## config.mk

```make
export PLATFORM = sky130hd
export DESIGN_NAME = ics_source_ctrl
export DESIGN_NICKNAME = d
export VERILOG_FILES = /design/src/rtl/ics_pkg.sv /design/src/rtl/ics_num_decode.sv /design/src/rtl/ics_src_slot.sv /design/src/rtl/ics_pick_lowest.sv /design/src/rtl/ics_rescan.sv /design/src/rtl/ics_source_ctrl.sv
export SDC_FILE = /design/constraint.sdc
export NUM_CORES = 1
export LEC_CHECK = 0
export ABC_AREA = 1
export BUFFER_PORTS_ARGS = -buffer_cell sky130_fd_sc_hd__buf_2
export CORE_UTILIZATION = 60
export CTS_CLUSTER_DIAMETER = 120
export DETAILED_ROUTE_END_ITERATION = 8
export PLACE_DENSITY = 0.82
export SETUP_SLACK_MARGIN = 0.02
export SYNTH_ARGS = -nofsm -noshare
export SYNTH_HDL_FRONTEND = slang
export SYNTH_SLANG_ARGS = --single-unit
```

## constraint.sdc

```tcl
create_clock -name clk -period 3.6 [get_ports clk]
set_clock_uncertainty 0.15 [all_clocks]
set_input_delay 0.18 -clock clk [delete_from_list [all_inputs] [get_ports clk]]
set_output_delay 0.18 -clock clk [all_outputs]
set_load 0.02 [all_outputs]
```

## src/rtl/ics_pkg.sv

```systemverilog
// Package: shared constants for the interrupt source table controller.
// Assumes priorities are 8 bits wide and that all ones means masked.
package ics_pkg;
    localparam int unsigned PRIO_W = 8;
    localparam logic [PRIO_W-1:0] PRIO_MASKED = 8'hFF;

    typedef enum logic {
        KIND_MSG = 1'b0,
        KIND_LVL = 1'b1
    } src_kind_e;
endpackage

```

## src/rtl/ics_num_decode.sv

```systemverilog
// Module: ics_num_decode
// Turns a global source number into a local table index and a valid flag.
// Assumes OFFSET + NUM_SRC fits in NUM_W bits. Purely combinational.
module ics_num_decode #(
    parameter int unsigned NUM_W   = 12,
    parameter int unsigned OFFSET  = 16,
    parameter int unsigned NUM_SRC = 8,
    parameter int unsigned IDX_W   = 3
) (
    input  logic [NUM_W-1:0] num_i,
    output logic             ok_o,
    output logic [IDX_W-1:0] idx_o
);
    localparam logic [NUM_W-1:0] LO = NUM_W'(OFFSET);
    localparam logic [NUM_W-1:0] HI = NUM_W'(OFFSET + NUM_SRC);

    // Range test and base removal.
    always_comb begin
        ok_o  = (num_i >= LO) && (num_i < HI);
        idx_o = IDX_W'(num_i - LO);
    end
endmodule

```

## src/rtl/ics_src_slot.sv

```systemverilog
// Module: ics_src_slot
// State of one interrupt source: routing fields, line history and the
// sent / rejected / masked-pending / queued marks. IS_LEVEL picks the kind.
// Events arriving in one cycle are applied in this order: grant, configuration,
// line event, reject, end-of-interrupt, walk visit, level check.
// Assumes the hit strobes are already qualified by a valid number.
module ics_src_slot
    import ics_pkg::*;
#(
    parameter int unsigned SRV_W    = 4,
    parameter bit          IS_LEVEL = 1'b0
) (
    input  logic              clk,
    input  logic              rst_n,
    input  logic              line_i,
    input  logic              cfg_hit_i,
    input  logic [SRV_W-1:0]  cfg_srv_i,
    input  logic [PRIO_W-1:0] cfg_prio_i,
    input  logic              rej_hit_i,
    input  logic              eoi_hit_i,
    input  logic              scan_hit_i,
    input  logic              grant_i,
    output logic [SRV_W-1:0]  srv_o,
    output logic [PRIO_W-1:0] prio_o,
    output logic              elig_o
);
    localparam src_kind_e KIND = IS_LEVEL ? KIND_LVL : KIND_MSG;

    logic [SRV_W-1:0]  srv_q,  srv_n;
    logic [PRIO_W-1:0] prio_q, prio_n;
    logic              line_q;
    logic              sent_q, sent_n;
    logic              rej_q,  rej_n;
    logic              mpend_q, mpend_n;
    logic              dq_q,   dq_n;

    // Next-state evaluation of all per-source marks.
    always_comb begin
        srv_n   = srv_q;
        prio_n  = prio_q;
        sent_n  = sent_q;
        rej_n   = rej_q;
        mpend_n = mpend_q;
        dq_n    = dq_q;
        if (grant_i) begin
            dq_n = 1'b0;
        end
        if (cfg_hit_i) begin
            srv_n  = cfg_srv_i;
            prio_n = cfg_prio_i;
            if (KIND == KIND_MSG && mpend_q && cfg_prio_i != PRIO_MASKED) begin
                mpend_n = 1'b0;
                dq_n    = 1'b1;
            end
        end
        if (KIND == KIND_MSG && line_i && !line_q) begin
            if (prio_n == PRIO_MASKED) begin
                mpend_n = 1'b1;
            end else begin
                dq_n = 1'b1;
            end
        end
        if (rej_hit_i) begin
            rej_n  = 1'b1;
            sent_n = 1'b0;
        end
        if (eoi_hit_i && KIND == KIND_LVL) begin
            sent_n = 1'b0;
        end
        if (scan_hit_i && KIND == KIND_MSG && rej_n) begin
            rej_n = 1'b0;
            if (prio_n != PRIO_MASKED) begin
                dq_n = 1'b1;
            end
        end
        if (KIND == KIND_LVL && (cfg_hit_i || (line_i != line_q) || scan_hit_i)
            && prio_n != PRIO_MASKED && line_i && !sent_n) begin
            sent_n = 1'b1;
            dq_n   = 1'b1;
        end
    end

    // Register update with synchronous reset to masked, idle state.
    always_ff @(posedge clk) begin
        if (!rst_n) begin
            srv_q   <= '0;
            prio_q  <= PRIO_MASKED;
            line_q  <= 1'b0;
            sent_q  <= 1'b0;
            rej_q   <= 1'b0;
            mpend_q <= 1'b0;
            dq_q    <= 1'b0;
        end else begin
            srv_q   <= srv_n;
            prio_q  <= prio_n;
            line_q  <= line_i;
            sent_q  <= sent_n;
            rej_q   <= rej_n;
            mpend_q <= mpend_n;
            dq_q    <= dq_n;
        end
    end

    // Outputs: a queued request is offered only while unmasked.
    always_comb begin
        srv_o  = srv_q;
        prio_o = prio_q;
        elig_o = dq_q && (prio_q != PRIO_MASKED);
    end

    AST_LVL_QUEUE_SENT: assert property (@(posedge clk) disable iff (!rst_n)
        (KIND == KIND_LVL && $rose(dq_q)) |-> sent_q)
        else $error("level source queued without sent mark");
    AST_MPEND_WHEN_MASKED: assert property (@(posedge clk) disable iff (!rst_n)
        $rose(mpend_q) |-> (prio_q == PRIO_MASKED))
        else $error("masked-pending set while unmasked");
endmodule

```

## src/rtl/ics_pick_lowest.sv

```systemverilog
// Module: ics_pick_lowest
// Fixed-priority picker: grants the lowest-index requester.
// Combinational; assumes N >= 1.
module ics_pick_lowest #(
    parameter int unsigned N     = 8,
    parameter int unsigned IDX_W = 3
) (
    input  logic [N-1:0]     req_i,
    output logic             any_o,
    output logic [IDX_W-1:0] idx_o,
    output logic [N-1:0]     grant_o
);
    // Scan downward so the lowest set index is the one kept.
    always_comb begin
        any_o = 1'b0;
        idx_o = '0;
        for (int i = N - 1; i >= 0; i--) begin
            if (req_i[i]) begin
                any_o = 1'b1;
                idx_o = IDX_W'(i);
            end
        end
    end

    // One-hot grant built from the chosen index.
    for (genvar g = 0; g < N; g++) begin : g_grant
        assign grant_o[g] = any_o && (idx_o == IDX_W'(g));
    end
endmodule

```

## src/rtl/ics_rescan.sv

```systemverilog
// Module: ics_rescan
// Resend walk sequencer: visits indices 0..N-1, one per clock.
// A request seen during a walk is remembered and triggers one further walk.
module ics_rescan #(
    parameter int unsigned N     = 8,
    parameter int unsigned IDX_W = 3
) (
    input  logic             clk,
    input  logic             rst_n,
    input  logic             start_i,
    output logic             busy_o,
    output logic [IDX_W-1:0] idx_o
);
    localparam logic [IDX_W-1:0] LAST = IDX_W'(N - 1);

    logic again_q;

    // Walk counter, busy flag and pending-restart flag.
    always_ff @(posedge clk) begin
        if (!rst_n) begin
            busy_o  <= 1'b0;
            idx_o   <= '0;
            again_q <= 1'b0;
        end else if (!busy_o) begin
            again_q <= 1'b0;
            if (start_i) begin
                busy_o <= 1'b1;
                idx_o  <= '0;
            end
        end else begin
            if (start_i) begin
                again_q <= 1'b1;
            end
            if (idx_o == LAST) begin
                if (again_q || start_i) begin
                    idx_o   <= '0;
                    again_q <= 1'b0;
                end else begin
                    busy_o <= 1'b0;
                end
            end else begin
                idx_o <= idx_o + 1'b1;
            end
        end
    end

    AST_SCAN_IDX_OK: assert property (@(posedge clk) disable iff (!rst_n)
        busy_o |-> (idx_o <= LAST))
        else $error("walk index out of range");
    AST_SCAN_STEP: assert property (@(posedge clk) disable iff (!rst_n)
        (busy_o && $past(busy_o) && idx_o != '0) |-> (idx_o == $past(idx_o) + 1'b1))
        else $error("walk index skipped");
endmodule

```

## src/rtl/ics_source_ctrl.sv

```systemverilog
// Module: ics_source_ctrl (top)
// Interrupt source table: NUM_SRC slots, number decoders for the config,
// reject and end-of-interrupt ports, a resend walk and a lowest-index picker
// that drives one registered delivery per clock.
// Assumes NUM_SRC <= 32 (LEVEL_MAP is a 32-bit mask) and NUM_SRC >= 2.
module ics_source_ctrl
    import ics_pkg::*;
#(
    parameter int unsigned NUM_SRC   = 8,
    parameter int unsigned OFFSET    = 16,
    parameter int unsigned NUM_W     = 12,
    parameter int unsigned SRV_W     = 4,
    parameter int unsigned LEVEL_MAP = 32'h0000_000F
) (
    input  logic               clk,
    input  logic               rst_n,
    input  logic [NUM_SRC-1:0] src_line_i,
    input  logic               cfg_wr_i,
    input  logic               cfg_rd_i,
    input  logic [NUM_W-1:0]   cfg_num_i,
    input  logic [SRV_W-1:0]   cfg_srv_i,
    input  logic [7:0]         cfg_prio_i,
    output logic               rd_valid_o,
    output logic [SRV_W-1:0]   rd_srv_o,
    output logic [7:0]         rd_prio_o,
    output logic               err_o,
    input  logic               rej_i,
    input  logic [NUM_W-1:0]   rej_num_i,
    input  logic               eoi_i,
    input  logic [NUM_W-1:0]   eoi_num_i,
    input  logic               resend_i,
    output logic               busy_o,
    output logic               dlv_valid_o,
    output logic [SRV_W-1:0]   dlv_srv_o,
    output logic [NUM_W-1:0]   dlv_num_o,
    output logic [7:0]         dlv_prio_o
);
    localparam int unsigned IDX_W = (NUM_SRC > 1) ? $clog2(NUM_SRC) : 1;
    localparam logic [NUM_W-1:0] BASE = NUM_W'(OFFSET);
    localparam logic [NUM_W-1:0] TOP  = NUM_W'(OFFSET + NUM_SRC);

    logic             cfg_ok, rej_ok, eoi_ok;
    logic [IDX_W-1:0] cfg_idx, rej_idx, eoi_idx;
    logic             scan_busy;
    logic [IDX_W-1:0] scan_idx;
    logic [NUM_SRC-1:0] elig, grant;
    logic             pick_any;
    logic [IDX_W-1:0] pick_idx;
    logic [SRV_W-1:0]  srv_a  [NUM_SRC];
    logic [PRIO_W-1:0] prio_a [NUM_SRC];

    ics_num_decode #(.NUM_W(NUM_W), .OFFSET(OFFSET), .NUM_SRC(NUM_SRC), .IDX_W(IDX_W))
        u_dec_cfg (.num_i(cfg_num_i), .ok_o(cfg_ok), .idx_o(cfg_idx));
    ics_num_decode #(.NUM_W(NUM_W), .OFFSET(OFFSET), .NUM_SRC(NUM_SRC), .IDX_W(IDX_W))
        u_dec_rej (.num_i(rej_num_i), .ok_o(rej_ok), .idx_o(rej_idx));
    ics_num_decode #(.NUM_W(NUM_W), .OFFSET(OFFSET), .NUM_SRC(NUM_SRC), .IDX_W(IDX_W))
        u_dec_eoi (.num_i(eoi_num_i), .ok_o(eoi_ok), .idx_o(eoi_idx));

    ics_rescan #(.N(NUM_SRC), .IDX_W(IDX_W)) u_rescan (
        .clk(clk), .rst_n(rst_n), .start_i(resend_i),
        .busy_o(scan_busy), .idx_o(scan_idx)
    );

    // One slot per source; the kind comes from LEVEL_MAP.
    for (genvar s = 0; s < NUM_SRC; s++) begin : g_slot
        localparam bit LVL = ((LEVEL_MAP >> s) & 1) != 0;
        logic cfg_hit, rej_hit, eoi_hit, scan_hit;
        assign cfg_hit  = cfg_wr_i && cfg_ok && (cfg_idx == IDX_W'(s));
        assign rej_hit  = rej_i && rej_ok && (rej_idx == IDX_W'(s));
        assign eoi_hit  = eoi_i && eoi_ok && (eoi_idx == IDX_W'(s));
        assign scan_hit = scan_busy && (scan_idx == IDX_W'(s));
        ics_src_slot #(.SRV_W(SRV_W), .IS_LEVEL(LVL)) u_slot (
            .clk(clk), .rst_n(rst_n), .line_i(src_line_i[s]),
            .cfg_hit_i(cfg_hit), .cfg_srv_i(cfg_srv_i), .cfg_prio_i(cfg_prio_i),
            .rej_hit_i(rej_hit), .eoi_hit_i(eoi_hit), .scan_hit_i(scan_hit),
            .grant_i(grant[s]),
            .srv_o(srv_a[s]), .prio_o(prio_a[s]), .elig_o(elig[s])
        );
    end

    ics_pick_lowest #(.N(NUM_SRC), .IDX_W(IDX_W)) u_pick (
        .req_i(elig), .any_o(pick_any), .idx_o(pick_idx), .grant_o(grant)
    );

    assign busy_o = scan_busy;

    // Registered delivery channel fed by the picker.
    always_ff @(posedge clk) begin
        if (!rst_n) begin
            dlv_valid_o <= 1'b0;
            dlv_srv_o   <= '0;
            dlv_num_o   <= '0;
            dlv_prio_o  <= '0;
        end else begin
            dlv_valid_o <= pick_any;
            if (pick_any) begin
                dlv_srv_o  <= srv_a[pick_idx];
                dlv_num_o  <= BASE + NUM_W'(pick_idx);
                dlv_prio_o <= prio_a[pick_idx];
            end
        end
    end

    // Registered configuration read response and error flag.
    always_ff @(posedge clk) begin
        if (!rst_n) begin
            rd_valid_o <= 1'b0;
            rd_srv_o   <= '0;
            rd_prio_o  <= '0;
            err_o      <= 1'b0;
        end else begin
            rd_valid_o <= cfg_rd_i && cfg_ok;
            err_o      <= (cfg_wr_i || cfg_rd_i) && !cfg_ok;
            if (cfg_rd_i && cfg_ok) begin
                rd_srv_o  <= srv_a[cfg_idx];
                rd_prio_o <= prio_a[cfg_idx];
            end
        end
    end

    AST_DLV_UNMASKED: assert property (@(posedge clk) disable iff (!rst_n)
        dlv_valid_o |-> (dlv_prio_o != PRIO_MASKED))
        else $error("masked priority delivered");
    AST_DLV_NUM_RANGE: assert property (@(posedge clk) disable iff (!rst_n)
        dlv_valid_o |-> (dlv_num_o >= BASE && dlv_num_o < TOP))
        else $error("delivery number out of range");
    AST_ONE_GRANT: assert property (@(posedge clk) disable iff (!rst_n)
        $onehot0(grant) && ((grant & ~elig) == '0))
        else $error("grant not single or not requested");
    AST_ERR_CAUSE: assert property (@(posedge clk) disable iff (!rst_n)
        err_o |-> $past(cfg_wr_i || cfg_rd_i))
        else $error("error flag without access");
    AST_RD_XOR_ERR: assert property (@(posedge clk) disable iff (!rst_n)
        !(rd_valid_o && err_o))
        else $error("read valid together with error");
endmodule

```

# Word-level counts from Yosys, hierarchy flattened
# Index checks and enable logic that the tools add are counted.
op_classes:
  add_sub_neg: 5
  order_cmp: 8
  eq_ne: 57
  muxes: 115
  bitwise: 3
  n_reduce_logical: 111
ops:
  columns: ["cell", "count"]
  rows:
  - ["8-bit inequality test (second input constant)", 17]
  - ["8-bit two-way mux", 12]
  - ["1-bit two-way mux", 83]
  - ["1-bit logical AND", 76]
  - ["8-bit binary-select mux with 3-bit select", 2]
  - ["3-bit equality test (second input constant)", 16]
  - ["12-bit by 5-bit >= comparator with 1-bit output (second input constant)", 3]
  - ["12-bit by 5-bit less-than comparator with 1-bit output (second input constant)", 3]
  - ["3-bit two-way mux", 12]
  - ["8-bit equality test (second input constant)", 4]
  - ["3-bit by 2-bit equality test with 1-bit output (second input constant)", 10]
  - ["4-bit binary-select mux with 3-bit select", 2]
  - ["4-bit two-way mux", 4]
  - ["3-bit by 1-bit equality test with 1-bit output (second input constant)", 5]
  - ["3-bit logical NOT", 5]
  - ["1-bit logical OR", 10]
  - ["2-bit nonzero test", 5]
  - ["1-bit logical NOT", 9]
  - ["3-bit by 1-bit subtractor with 3-bit output (second input constant)", 3]
  - ["4-bit >= comparator (second input constant)", 2]
  - ["3-bit NOT with 4-bit output", 2]
  - ["2-bit OR reduction", 4]
  - ["5-bit by 3-bit adder with 6-bit output (first input constant)", 1]
  - ["1-bit inequality test", 4]
  - ["other kinds (4)", 5]
word_totals:
  ff_bits: 168
  inputBits: 63
  output_inout_bits: 40
  elab_cells: 354

# Logic depth before layout (Yosys ltp)
# Gate-level depths: netlist (run 1).
depth:
  ltp_word: 19
  mapped_depth: 20
  ltp_nobuf: 19

# Hierarchy
# A second synthesis (run 1) with hierarchy kept.
hier_totals:
  hier_cells: 1546
  hier_area_um2: 9318.9
modules_own_cells:
  columns: ["module", "n_inst", "cells_per_inst", "area_each_um2"]
  rows:
  - ["ics_source_ctrl", 1, 700, 3439.5]
  - ["ics_src_slot (g_slot[4].u_slot ...)", 4, 101, 698.2]
  - ["ics_src_slot (g_slot[0].u_slot ...)", 4, 86, 623.1]
  - ["ics_rescan", 1, 28, 226.5]
  - ["ics_pick_lowest", 1, 40, 206.4]
  - ["ics_num_decode", 3, 10, 53.8]

# Worst setup path after synthesis (run 1)
# OpenSTA, ideal clock, no wires.
synth_timing:
  path_kind: "reg2reg"
  from: "register g_slot[0].u_slot.prio_q[6]"
  to: "register dlv_prio_o[0]"
  setup_ps: 113
  arrival_ps: 1606
  t_required_ps: 3337
  setup_slack_ps: 1731
  stages_incl_launch_ff: 11
  n_path_buf: 1
  cell_sequence: "dfxtp_1 nand4_1 o21ai_2 nand2_2 nor2_2 nand2_2 inv_1 buf_4 nand3_1 nand3_1 nand2_1"
synth_between:
  elab_chain_cells: 7
  word_cells_on_any_way: 8
  classes_between: "eq/ne: 1; mux: 5; bitwise: 1; reduce/logical: 1"
synth_lines:
  columns: ["item", "line", "rtl"]
  rows:
  - ["start: declaration", "ics_src_slot.sv:30", "logic [PRIO_W-1:0] prio_q, prio_n;"]
  - ["start signal: assignment", "ics_src_slot.sv:95", "prio_q <= prio_n;"]
  - ["8-bit inequality test *", "ics_src_slot.sv:108", "elig_o = dq_q && (prio_q != PRIO_MASKED);"]
  - ["1-bit logical AND *", "ics_src_slot.sv:108", null]
  - ["3-bit two-way mux", "ics_pick_lowest.sv:18", "if (req_i[i]) begin"]
  - ["3-bit NOT with 4-bit output (not written as such)", "ics_source_ctrl.sv:99", "dlv_prio_o <= prio_a[pick_idx];"]
  - ["8-bit binary-select mux with 3-bit select", "ics_source_ctrl.sv:99", null]
  - ["8-bit two-way mux (not written as such) (2 in a row)", "ics_source_ctrl.sv:99", null]
  - ["end signal: assignment", "ics_source_ctrl.sv:99", null]
  - ["end: declaration", "ics_source_ctrl.sv:36", "output logic [7:0] dlv_prio_o"]
# Mark *: on every way between the ends. The rest lies on a longest branch, timed or not. The select of a mux whose other input is x is not followed.
# A chain may end at the register's enable or synchronous reset.

# Final worst setup path (run 1)
layout_timing:
  from: "register g_slot[2].u_slot.prio_q[3]"
  to: "register g_slot[4].u_slot.dq_q"
layout_between:
  elab_chain_cells: 14
  word_cells_on_any_way: 17
  classes_between: "eq/ne: 2; mux: 13; reduce/logical: 2"
layout_lines:
  columns: ["item", "line", "rtl"]
  rows:
  - ["start: declaration", "ics_src_slot.sv:30", null]
  - ["start signal: assignment", "ics_src_slot.sv:95", null]
  - ["8-bit inequality test *", "ics_src_slot.sv:108", null]
  - ["1-bit logical AND *", "ics_src_slot.sv:108", null]
  - ["3-bit two-way mux (3 in a row)", "ics_pick_lowest.sv:18", null]
  - ["3-bit equality test", "ics_pick_lowest.sv:27", "assign grant_o[g] = any_o && (idx_o == IDX_W'(g));"]
  - ["1-bit logical AND *", "ics_pick_lowest.sv:27", null]
  - ["1-bit two-way mux *", "ics_src_slot.sv:45", "if (grant_i) begin"]
  - ["1-bit two-way mux", "ics_src_slot.sv:51", "if (KIND == KIND_MSG && mpend_q && cfg_prio_i != PRIO_MASKED) begin"]
  - ["1-bit two-way mux *", "ics_src_slot.sv:48", "if (cfg_hit_i) begin"]
  - ["1-bit two-way mux", "ics_src_slot.sv:57", "if (prio_n == PRIO_MASKED) begin"]
  - ["1-bit two-way mux *", "ics_src_slot.sv:56", "if (KIND == KIND_MSG && line_i && !line_q) begin"]
  - ["1-bit two-way mux", "ics_src_slot.sv:72", "if (prio_n != PRIO_MASKED) begin"]
  - ["1-bit two-way mux *", "ics_src_slot.sv:70", "if (scan_hit_i && KIND == KIND_MSG && rej_n) begin"]
  - ["end signal: assignment", "ics_src_slot.sv:100", "dq_q <= dq_n;"]
  - ["end: declaration", "ics_src_slot.sv:35", "logic dq_q, dq_n;"]
# Mark *: on every way between the ends. The rest lies on a longest branch, timed or not.

==> results of run 1 <==
==> cell families (layout without fill, tap and decap cells) <==
group,Yosys count,after routing
fa+ha+maj,6,6
other cells,1,8
flops,160,160
simple gates,623,623
buf+inv,235,316
compound gates,247,247
mux,2,2
==> cell usage in the layout (no fill, tap or decap), drive strengths merged, types with 18 or more instances in the layout <==
cell type and count:
a211oi 32, nand3 79, nand4 19, dlygate4sd3 18, o22ai 33, o21ai 92, inv 160, nand2 384
buf 108, a21oi 44, clkbuf 19, dfxtp 160, nor2 114
==> area by class of cell <==
type,count,area [sq um]
clock buffer,19,442.9
clock inverter,13,130.1
inverter,158,593.1
multi-input combinational,886,4268
fill,1162,3840
sequential,160,3203
tap,176,220.2
timing repair buffer,126,755.7
==> metrics by stage <==
stage	hold WS (ns)	cells	total power, mW	setup slack, ns	util (%)
after floorplan	0.1235	1281	1.956	1.731	-
after global placement	0.2201	1488	2.044	0.9392	65.86
after detailed placement	0.2279	1488	2.046	0.9663	65.86
after CTS	0.005665	1538	3.780	0.9400	71.46
after global routing	0.02865	1538	3.890	0.7091	71.46
final	0.02629	1538	3.787	0.8787	71.46
==> how the worst max path moves through the flow <==
stage	from	to	slack [ns]	cells past startpoint
4_1_cts	g_slot[2].u_slot.prio_o[3]	g_slot[4].u_slot.dq_q	0.94	9
5_1_grt	g_slot[7].u_slot.prio_o[1]	g_slot[6].u_slot.dq_q	0.71	13
2_1_floorplan	g_slot[0].u_slot.prio_o[6]	dlv_prio_o[0]	1.73	10
3_5_place_dp	g_slot[2].u_slot.prio_o[3]	g_slot[4].u_slot.dq_q	0.97	9
6_report	g_slot[2].u_slot.prio_o[3]	g_slot[4].u_slot.dq_q	0.88	9
3_3_place_gp	g_slot[2].u_slot.prio_o[3]	g_slot[4].u_slot.dq_q	0.94	9
==> sequential cells by signal, summed over array words and instances (netlist names), 8 cells and up <==
name,cells
g_slot.u_slot.prio_o,64
g_slot.u_slot.line_q,8
dlv_prio_o,8
rd_prio_o,8
g_slot.u_slot.srv_o,32
g_slot.u_slot.dq_q,8
==> report_power, final <==
group / switching (mW) / internal (mW)
clock network: 0.775 / 0.980
logic: 0.163 / 0.0782
registers: 0.00749 / 1.78
==> what timing repair did <==
item | in CTS | in global routing
endpoints found under the hold margin | 51 | 0
hold buffers | 18 | 0
setup buffers | 0 | 0
==> critical path: stages, from the launching register on <==
cell	delay [ns]
sky130_fd_sc_hd__dfxtp_1	0.42
sky130_fd_sc_hd__nand4_1	0.18
sky130_fd_sc_hd__o21ai_0	0.34
sky130_fd_sc_hd__nand2_1	0.14
sky130_fd_sc_hd__a21oi_1	0.24
sky130_fd_sc_hd__nor2_4	0.05
sky130_fd_sc_hd__inv_2	0.43
sky130_fd_sc_hd__nand2_1	0.20
sky130_fd_sc_hd__o21ai_0	0.31
sky130_fd_sc_hd__a21oi_1	0.11
==> layer usage <==
metal | wire length (microns) | GRT usage [%]
met1 | 10370 | 47.10
met2 | 12480 | 61.35
met3 | 2794 | 8.915
met4 | 1513 | 22.61
met5 | 0 | 0
==> cell usage after synthesis, types with 5 or more instances <==
cell / instances
sky130_fd_sc_hd__a211oi_1: 32
sky130_fd_sc_hd__a21oi_1: 44
sky130_fd_sc_hd__a22oi_1: 7
sky130_fd_sc_hd__a31oi_1: 6
sky130_fd_sc_hd__buf_2: 19
sky130_fd_sc_hd__buf_4: 12
sky130_fd_sc_hd__clkbuf_1: 36
sky130_fd_sc_hd__dfxtp_1: 160
sky130_fd_sc_hd__ha_1: 6
sky130_fd_sc_hd__inv_1: 153
sky130_fd_sc_hd__nand2_1: 373
sky130_fd_sc_hd__nand2_2: 11
sky130_fd_sc_hd__nand3_1: 74
sky130_fd_sc_hd__nand3_2: 5
sky130_fd_sc_hd__nand4_1: 19
sky130_fd_sc_hd__nor2_1: 106
sky130_fd_sc_hd__nor2_2: 5
sky130_fd_sc_hd__nor3_1: 5
sky130_fd_sc_hd__o211ai_1: 11
sky130_fd_sc_hd__o21ai_0: 84
sky130_fd_sc_hd__o21ai_1: 7
sky130_fd_sc_hd__o22ai_1: 33
sky130_fd_sc_hd__o311ai_0: 11
sky130_fd_sc_hd__or2_2: 10
==> results.md, run 1 <==
Floorplan:
- The die width is 120.5 microns.
- The total core area is between 10,000 and 15,000 sq um.
- The number of ports placed on the die boundary is 103.
- The area enclosed by the die boundary is 14,530 sq um.
- The starting density of the core is 62.67%.
- The die span in y is 120.5 microns.
- The floorplan row count is 42.

Yosys:
- The gate count after technology mapping is 1,274.
- The number of different library cells used by synthesis comes to 44.
- Multiplexer cells account for less than 1% of the synthesized area.
- By area the synthesized netlist is led by sky130_fd_sc_hd__dfxtp_1, sky130_fd_sc_hd__nand2_1, sky130_fd_sc_hd__inv_1, sky130_fd_sc_hd__o21ai_0, sky130_fd_sc_hd__nor2_1.
- For this run, the number of Yosys warnings is 0.
- The area fraction of the dominant cell type after synthesis is 37.99%.
- The post-synthesis adder-cell area fraction is 0.8905%.
- The sequential-to-total area share from yosys stat is 37.99%.
- After Yosys synthesis, XOR and XNOR cells account for 0% of the synthesized area.
- Summing the areas of all compound-gate instances in the mapped netlist gives 17.62% of the synthesized area.
- The biggest area contributor in the post-synthesis netlist is sky130_fd_sc_hd__dfxtp_1.
- In this run, synthesis inferred 0 flip-flops with an integrated enable.
- The basic-gate share of the synthesized area counting and, or, nand and nor cells is 31.52%.
- The register bit total from synthesis is 160.
- Each instance of the synthesized netlist takes up on average 6.617 sq um.
- For this run, asynchronously set or reset flops after synthesis account for 0%.
- In the synthesized netlist the dominant register cell turns out to be sky130_fd_sc_hd__dfxtp_1.
- The synthesized netlist occupies a cell area of ~8400 sq um.
- The dominant combinational cell family by area after synthesis is simple AND/OR/NAND/NOR gates.

Timing:
- Setup repair after global routing left no endpoint under its margin.
- The transition time of the tightest slew-check pin is 0.9065 ns.
- Derived from the worst setup path, the maximum achievable clock frequency is roughly 370 MHz.
- The count of final max-slew check failures is 0.
- The worst path uses 75.59% of the clock period.
- Setup violations remaining at the end of the flow were counted as 0.
- The clock period minus worst slack is 2.721 ns.
- The worst pin sits at a relative slew slack of around two fifths.
- Summed over all failing endpoints, the final setup total negative slack is 0 ns.
- The number of endpoints with negative hold slack in the final report is 0.

Route:
- The total DRC errors in the routed layout is 0.
- The number of iterations in the first detailed-routing pass is 8.
- The sum of routed wire length over all layers is approximately 27 mm.
- The number of vias in the routed layout is 9,053.
- The average vias per placed instance is 5.886.
- The post-route antenna net violation count is 0.
- The per-cell routed wire length is 17.66 microns.
- The starting DRC count in detailed routing is 1,241.

Placement:
- The congestion estimate from routability-driven global placement came to approximately 1.1.
- Buffers placed on the I/O ports in this run total 94.
- Once placement finished, the instance area stood at 8860 sq um.
- The placed wire-length estimate is 18.74 mm.

Setup path:
- Along the worst path, the maximum fanout reaches 26.
- The worst register-to-register path has a setup slack of 0.88 ns.
- In this run the critical register-to-register path is captured at g_slot[4].u_slot.dq_q.
- The startpoint identified for the worst register-to-register timing path is g_slot[2].u_slot.prio_o[3].
- The number of cells on the worst reg-to-reg path is 9.
- The category of the worst setup path capture point is a register.
- STA puts the critical path data arrival time at 2.85 ns.
- The required time of the critical path is 3.73 ns.
- The startpoint type of the worst setup path is a register.
- The critical path is of the reg2reg type.

Global route:
- The first-pass GRT wire length is 42.65 mm.
- For this run, the total global-route usage over all layers was measured as 38.37%.
- The number of global-route vias before repair was 8,301.
- The initial antenna violation count is 0.
- The pin count of the biggest net entering global routing is 76.
- Summed over all layers, the global routing overflow is 0.

Pwr:
- For this design the ratio of total power to cell area is 393.9 nW/um^2.
- Across the VDD grid, the largest voltage drop is ~0.38 mV.
- The leakage power of the design is 4.895 nW.

Clock network:
- The root buffer cell chosen for the clock tree is sky130_fd_sc_hd__clkbuf_16.
- TritonCTS built the clock tree.
- The CTS clock-pin slew for the worst setup and hold paths is around 0.070 ns.
- The number of levels the H-tree was split into is 4.
- At the later pin of the worst-skew pair, clock insertion delay measures 0.44 ns.
- The clock tree buffer depth is 2.
- CTS saw between 150 and 200 sinks.
- The number of gates resized after CTS is 0.
- The number of clock buffers added by TritonCTS is 17.

Finish:
- With fillers left out, the area of the finished cells amounts to about 9600 sq um.
- The synthesis-to-finish area growth is 14.02%.
- Cells with a size suffix above 1 make up 13.22% of the layout.
- The net count reported at finish is 1,418.
- The antenna diode count is 0.

Outcome:
- The run finished with clean final reports.

Hold path:
- The type of the most critical hold path is in2reg.
- The worst hold path terminates at g_slot[3].u_slot.sent_q.
- The worst hold path passes through 4 cells.
- The startpoint identified for the worst hold timing path is eoi_num_i[0].

Job:
- The tool flagged a number of max-cap violations equal to 0.
Power figures use the tool's default switching activity.
==> run 2: changes to the inputs <==
--- a/config.mk
+++ b/config.mk
@@ -7,10 +7,10 @@
 export LEC_CHECK = 0
 export ABC_AREA = 1
 export BUFFER_PORTS_ARGS = -buffer_cell sky130_fd_sc_hd__buf_2
-export CORE_UTILIZATION = 60
+export CORE_UTILIZATION = 59
 export CTS_CLUSTER_DIAMETER = 120
 export DETAILED_ROUTE_END_ITERATION = 8
-export PLACE_DENSITY = 0.82
+export PLACE_DENSITY = 0.81
 export SETUP_SLACK_MARGIN = 0.02
 export SYNTH_ARGS = -nofsm -noshare
 export SYNTH_HDL_FRONTEND = slang
==> constraint.sdc (replaced) <==
create_clock -name clk -period 2.8 [get_ports clk]
set_clock_uncertainty 0.15 [all_clocks]
set_input_delay 0.14 -clock clk [delete_from_list [all_inputs] [get_ports clk]]
set_output_delay 0.14 -clock clk [all_outputs]
set_load 0.02 [all_outputs]
==> run 2 against run 1 <==
Fmax up 7.9%. Count of clock-buffer cells in the layout unchanged. Register-to-register slack got worse by 0.60 ns. Critical path depth rose by 4. Total power grew 30%. Via count down 0.40%. Largest power group unchanged. Worst setup slack worse by 0.60 ns. Final cell count increased by 1.6%.
==> results.md, run 2 (synthesis gave the netlist of run 1 again) <==
Clock network:
- The clock tree buffer depth was 2 (unchanged).
- TritonCTS built the clock tree.
- The number of buffers created by CTS is 17 (unchanged).
- The clock root buffer is sky130_fd_sc_hd__clkbuf_16.
- The clock latency reported for the late side of the worst-skew pair came to 0.43 ns (about the same).
- The CTS clock-pin slew for the worst setup and hold paths is 0.06 ns (about the same).
- The clock sink total came to 160 (unchanged).
- The number of levels the H-tree was split into was 4 (unchanged).

Finish:
- The number of flip-flops in the largest register is 64 (unchanged).
- From synthesis to final layout, the design area changed by 16.55%.
- The count of filler cells inserted in the layout is 1,156 (-0.52%).
- The total area of multi-input combinational cells was 4268 sq um (unchanged).
- The net count reported at finish came to 1,439 (+1.5%).
- The ratio of cells with drive above 1 in the final layout came to 13.88% (+0.67 points).
- The area occupied by registers is 3203 sq um (unchanged).
- In the layout the commonest cells are sky130_fd_sc_hd__nand2_1, sky130_fd_sc_hd__dfxtp_1, sky130_fd_sc_hd__inv_1.
- The most common cell after layout, fill and taps aside is sky130_fd_sc_hd__nand2_1.
- The antenna diode count is 0 (unchanged).

Global route:
- The pin count of the biggest net entering global routing is 76 (unchanged).
- The initial antenna violation count is 0 (unchanged).
- The overall global routing resource usage is 38.47% (+0.094 points).
- The number of global-route vias before repair is 8,341 (+0.48%).
- The first-pass GRT wire length is 43.15 mm (+1.2%).
- The final global-route overflow total is 0 (unchanged).

Placement:
- The port buffer count is 94 (unchanged).
- The final weighted congestion of routability-driven global placement was 1.000 (-9.2%).
- The placed wire-length estimate is 19.09 mm (+1.9%).

Setup path:
- The type of the worst setup path is reg2reg.
- The number of cells on the worst reg-to-reg path was 13 (+4).
- The required time of the critical path was 3.03 ns (-0.70 ns).
- The cell type with the highest occurrence count on the critical path is sky130_fd_sc_hd__nand2_1.
- The maximum net fanout on the critical path is 18 (-31%).
- The worst setup path is captured at a register.
- STA classifies the critical path startpoint as a register.
- The data arrival time at the worst-slack endpoint is 2.75 ns (-0.10 ns).
- The startpoint identified for the worst register-to-register timing path is g_slot[2].u_slot.prio_o[3].
- The slowest stage of the critical path is the sky130_fd_sc_hd__dfxtp_1 cell.
- The worst-case register-to-register setup slack came to 0.28 ns (-0.60 ns).
- The critical register-to-register path endpoint is dlv_prio_o[6].
- The delay of the slowest critical-path stage is 0.42 ns (about the same).
- The signal on the critical path passes through nand4_1, o21ai_0, nand2_1, a21oi_1, nor2_4, inv_2, buf_4, nand2_1, nand2_1, nand2_1, nand3_1, nand2_1, inv_1.

Outcome:
- The run finished with clean final reports.

Route:
- The sum of routed wire length over all layers is 27.29 mm (+0.48%).
- The starting DRC count in detailed routing came to 1,385 (+12%).
- The number of iterations in the first detailed-routing pass is 8 (unchanged).
- The total DRC errors in the routed layout is 0 (unchanged).
- The per-cell routed wire length is 17.46 microns (-1.1%).
- The post-route antenna net violation count is 0 (unchanged).
- The average vias per placed instance is 5.769 (-2.0%).
- The number of vias in the routed layout is 9,017 (-0.40%).

Timing:
- The clock period minus worst slack was 2.523 ns (-0.1982 ns).
- The number of endpoints with negative hold slack in the final report is 0 (unchanged).
- The transition time of the tightest slew-check pin is 0.9238 ns (+0.01736 ns).
- The setup total negative slack is 0 ns (unchanged).
- The number of endpoints failing setup at the final stage is 0 (unchanged).
- The highest achievable clock rate is 396.3 MHz (+7.9%).
- Setup repair after global routing left no endpoint under its margin.
- The count of final max-slew check failures is 0 (unchanged).
- The post-route fraction of the period consumed by the critical path is 90.11% (+15 points).
- The max-slew headroom at the worst pin was 37.63% (-1.2 points).

Floorplan:
- The floorplan row count was 43 (+2.4%).
- The starting density of the core is 60.50% (-2.2 points).
- The area enclosed by the die boundary is 14,770 sq um (+1.7%).
- The total core area is 13,930 sq um (+3.6%).
- The die span in y is 121.5 microns (+0.83%).
- The die width is 121.5 microns (+0.83%).
- The number of ports placed on the die boundary is 103 (unchanged).

Pwr:
- The sum of internal, switching and leakage power came to 4.914 mW (+30%).
- The leakage power of the design is 4.997 nW (+2.1%).
- The power density of the placed cells is 500.1 nW/um^2 (+27%).
- The worst IR drop on VDD is 0.4606 mV (+22%).

Job:
- The max-capacitance violation count is 0 (unchanged).

Hold path:
- The worst hold path begins at rej_num_i[1].
- The path with the worst hold slack has its endpoint at g_slot[7].u_slot.rej_q.
- The number of cells on the worst hold path came to 5 (+1).
- The path class of the tightest hold or removal check is in2reg.
==> run 2: per-stage QoR <==
stage / setup slack [ns] / hold WS (ns) / cells / utilization (%) / cell area [sq um]
2_1_floorplan: 0.9306 / 0.08345 / 1281 / - / 8457
3_3_place_gp: 0.3652 / 0.1825 / 1505 / 64.50 / 8987
3_5_place_dp: 0.2701 / 0.1908 / 1505 / 64.50 / 8987
4_1_cts: 0.2178 / 0.002408 / 1563 / 70.49 / 9822
5_1_grt: 0.1191 / 0.03603 / 1563 / 70.51 / 9826
6_report: 0.2769 / 0.01775 / 1563 / 70.51 / 9826
==> run 2: critical path, delay by kind of cell, from the launching register on <==
family                 cells  cell delay, ns
DFF                        1            0.42
buffers and inverters      3            0.61
AOI/OAI and AO/OA          2            0.58
and+or+nand+nor            8            0.69
==> run 2: worst max path at each step <==
stage	from	endpoint
after floorplan	g_slot[0].u_slot.prio_o[6]	dlv_prio_o[0]
after global placement	g_slot[3].u_slot.prio_o[1]	dlv_prio_o[4]
after detailed placement	cfg_num_i[1]	rd_prio_o[4]
after CTS	rst_n	err_o
after global routing	g_slot[6].u_slot.prio_o[1]	dlv_srv_o[0]
final	g_slot[2].u_slot.prio_o[3]	dlv_prio_o[6]
==> run 2: layer usage <==
layer	vias to the layer above	part of all wire [%]	routed length, microns	global-route usage (%)
li1	4308	-	-	-
met1	4080	40	11020	48.70
met2	522	46	12500	61.54
met3	107	9.0	2456	8.193
met4	0	4.8	1313	19.98
met5	-	0	0	0
==> run 2: repair_timing <==
item / in CTS / in global routing
endpoints found under the hold margin: 70 / 0
gates resized for setup: 0 / 1
hold buffers: 26 / 0
setup endpoints to repair: 0 / 1
setup buffers: 0 / 0
==> run 2: where the power goes <==
group	switching [mW]	leakage, nW	total (mW)	internal [mW]
Combinational	0.213	3.44	0.326	0.113
Sequential	0.00914	1.30	2.30	2.29
Clock	0.976	0.261	2.29	1.31
Total	1.20	5.00	4.91	3.72
==> run 2: layout make-up <==
type,instances,area share [%]
multi-input cells,886,43.44
flip-flops and latches,160,32.60
repair buffers,147,9.792
inverters,158,6.036
clock buffers,19,4.406
well taps,180,2.292
clock inverters,13,1.439
==> run 3: changes to the inputs <==
==> constraint.sdc (replaced) <==
create_clock -name clk -period 2.8 [get_ports clk]
set_clock_uncertainty 0.15 [all_clocks]
set_input_delay 0 -clock clk [delete_from_list [all_inputs] [get_ports clk]]
set_output_delay 0 -clock clk [all_outputs]
set_load 0.02 [all_outputs]
==> run 3 against run 2 <==
First-iteration DRC count decreased by 0.58%. Total power increased by 1.3%. Die area unchanged. Clock power increased by 2%.
==> results.md, run 3 (synthesis gave the netlist of run 1 again) <==
Outcome:
- The flow ran to the end, and the final reports show no timing, DRC or antenna violations.

Global route:
- The overall global routing resource usage came to 40.02% (+1.5 points).
- The final global-route overflow total is 0 (unchanged).
- The number of global-route vias before repair was 8,446 (+1.3%).
- The pin count of the biggest net entering global routing is 76 (unchanged).
- The initial antenna violation count is 0 (unchanged).
- The first-pass GRT wire length was 44.39 mm (+2.9%).

Timing:
- The clock period minus worst slack is 2.698 ns (+0.1746 ns).
- The highest achievable clock rate is 370.7 MHz (-6.5%).
- The post-route fraction of the period consumed by the critical path is 96.35% (+6.2 points).
- The number of endpoints with negative hold slack in the final report is 0 (unchanged).
- The setup total negative slack is 0 ns (unchanged).
- Setup repair after global routing left no endpoint under its margin.
- The max-slew headroom at the worst pin came to 46.89% (+9.3 points).
- The transition time of the tightest slew-check pin is 0.7967 ns (-0.1271 ns).
- The number of endpoints failing setup at the final stage is 0 (unchanged).
- The count of final max-slew check failures is 0 (unchanged).

Placement:
- The port buffer count is 94 (unchanged).
- The placed wire-length estimate is 19.62 mm (+2.8%).
- The final weighted congestion of routability-driven global placement is 1.044 (+4.4%).

Finish:
- The ratio of cells with drive above 1 in the final layout is 14.06% (+0.18 points).
- Leaving out fill and tap cells, the most frequent cells in the layout are sky130_fd_sc_hd__nand2_1, sky130_fd_sc_hd__dfxtp_1, sky130_fd_sc_hd__inv_1.
- The end-of-flow core utilization is 72.16% (+1.6 points).
- The count of filler cells inserted in the layout is 1,141 (-1.3%).
- From synthesis to final layout, the design area changed by 19.26%.
- The number of flip-flops in the largest register is 64 (unchanged).
- The most common cell after layout, fill and taps aside is sky130_fd_sc_hd__nand2_1.
- The net count reported at finish came to 1,457 (+1.3%).
- The antenna diode count was 0 (unchanged).

Clock network:
- The CTS tree is done.
- The clock root buffer is sky130_fd_sc_hd__clkbuf_16.
- The number of levels the H-tree was split into is 4 (unchanged).
- The clock sink total came to 160 (unchanged).
- The CTS clock-pin slew for the worst setup and hold paths is 0.06 ns (about the same).
- The number of buffers created by CTS is 17 (unchanged).
- The clock latency reported for the late side of the worst-skew pair is 0.45 ns (+0.02 ns).
- The clock tree buffer depth is 2 (unchanged).

Route:
- The sum of routed wire length over all layers is 28.86 mm (+5.8%).
- The total DRC errors in the routed layout is 0 (unchanged).
- The number of vias in the routed layout came to 9,232 (+2.4%).
- The starting DRC count in detailed routing came to 1,377 (-0.58%).
- The number of iterations in the first detailed-routing pass is 6 (-2).
- The average vias per placed instance came to 5.839 (+1.2%).
- The post-route antenna net violation count is 0 (unchanged).
- The per-cell routed wire length is 18.25 microns (+4.5%).

Setup path:
- STA classifies the critical path endpoint as a register.
- The type of the worst setup path is in2reg.
- The startpoint type of the worst setup path is an input port.
- The required time of the critical path is 2.98 ns (-0.05 ns).
- The data arrival time at the worst-slack endpoint is 2.87 ns (+0.12 ns).
- The maximum net fanout on the critical path is 5 (-13).

Floorplan:
- The die width is 121.5 microns (unchanged).
- The area enclosed by the die boundary was 14,770 sq um (unchanged).
- The total core area is 13,930 sq um (unchanged).
- The die span in y is 121.5 microns (unchanged).
- The starting density of the core came to 60.50% (unchanged).
- The floorplan row count is 43 (unchanged).
- The number of ports placed on the die boundary is 103 (unchanged).

Pwr:
- The power density of the placed cells is 495.0 nW/um^2 (-1.0%).
- The leakage power of the design is 5.103 nW (+2.1%).
- The worst IR drop on VDD came to 0.5036 mV (+9.3%).

Hold path:
- The type of the most critical hold path is in2reg.

Job:
- The max-capacitance violation count is 0 (unchanged).
run 3: worst paths after layout:
path         slack [ns]                        end                       start  depth (start not counted)
max                0.10    g_slot[1].u_slot.sent_q                rej_num_i[3]                          9
min                0.03  g_slot[5].u_slot.srv_o[1]                    cfg_wr_i                          5
max reg2reg        0.26      g_slot[6].u_slot.dq_q  g_slot[5].u_slot.prio_o[1]                         12
min reg2reg        0.31                rd_srv_o[2]                 rd_srv_o[2]                          2
run 3: report_power, final:
group / switching [mW] / leakage (nW) / internal (mW)
clock network: 0.991 / 0.277 / 1.34
logic: 0.222 / 3.53 / 0.123
registers: 0.0101 / 1.30 / 2.29
total: 1.22 / 5.10 / 3.75
run 3: area by class of cell:
class | count | area, sq um | share of cell area [%]
flip-flops and latches | 160 | 3203 | 31.86
inverters | 158 | 593.1 | 5.898
multi-input cells | 886 | 4299 | 42.76
well taps | 180 | 225.2 | 2.240
clock buffers | 20 | 446.7 | 4.443
clock inverters | 12 | 136.4 | 1.356
repair buffers | 165 | 1151 | 11.45
run 3: worst max-delay path, cell delays in order:
cell and delay, ns:
sky130_fd_sc_hd__dlygate4sd3_1 0.54, sky130_fd_sc_hd__buf_2 0.13, sky130_fd_sc_hd__nor2_1 0.08, sky130_fd_sc_hd__dlygate4sd3_1 0.57, sky130_fd_sc_hd__nand2_2 0.10, sky130_fd_sc_hd__o221ai_2 0.23
sky130_fd_sc_hd__dlygate4sd3_1 0.57, sky130_fd_sc_hd__a21oi_1 0.07, sky130_fd_sc_hd__dlygate4sd3_1 0.59
run 3: timing repair:
| item | CTS | global route |
|---|---|---|
| gates resized for setup | 0 | 8 |
| setup endpoints to repair | 0 | 3 |
| hold buffers | 44 | 0 |
| buffers inserted | 0 | 1 |
| endpoints found under the hold margin | 137 | 0 |
run 3: routing by layer:
layer | track usage, % | up-vias | wire length (microns)
li1 | - | 4371 | -
met1 | 50.37 | 4163 | 11210
met5 | 0 | - | 0
met4 | 24.00 | 0 | 1522
met2 | 63.14 | 576 | 13130
met3 | 8.193 | 122 | 2999
run 3: metrics by stage:
stage | setup slack (ns) | hold WS (ns) | area (sq um) | instances | total power [mW]
detailed placement | 0.3359 | 0.04930 | 8992 | 1504 | 2.641
finish | 0.1023 | 0.02899 | 10050 | 1581 | 4.977
floorplan | 0.9306 | -0.05655 | 8457 | 1281 | 2.515
global placement | 0.3224 | 0.04428 | 8992 | 1504 | 2.639
CTS | 0.06872 | 0.02208 | 10020 | 1580 | 4.960
global route | 0.01740 | 0.07658 | 10050 | 1581 | 5.091
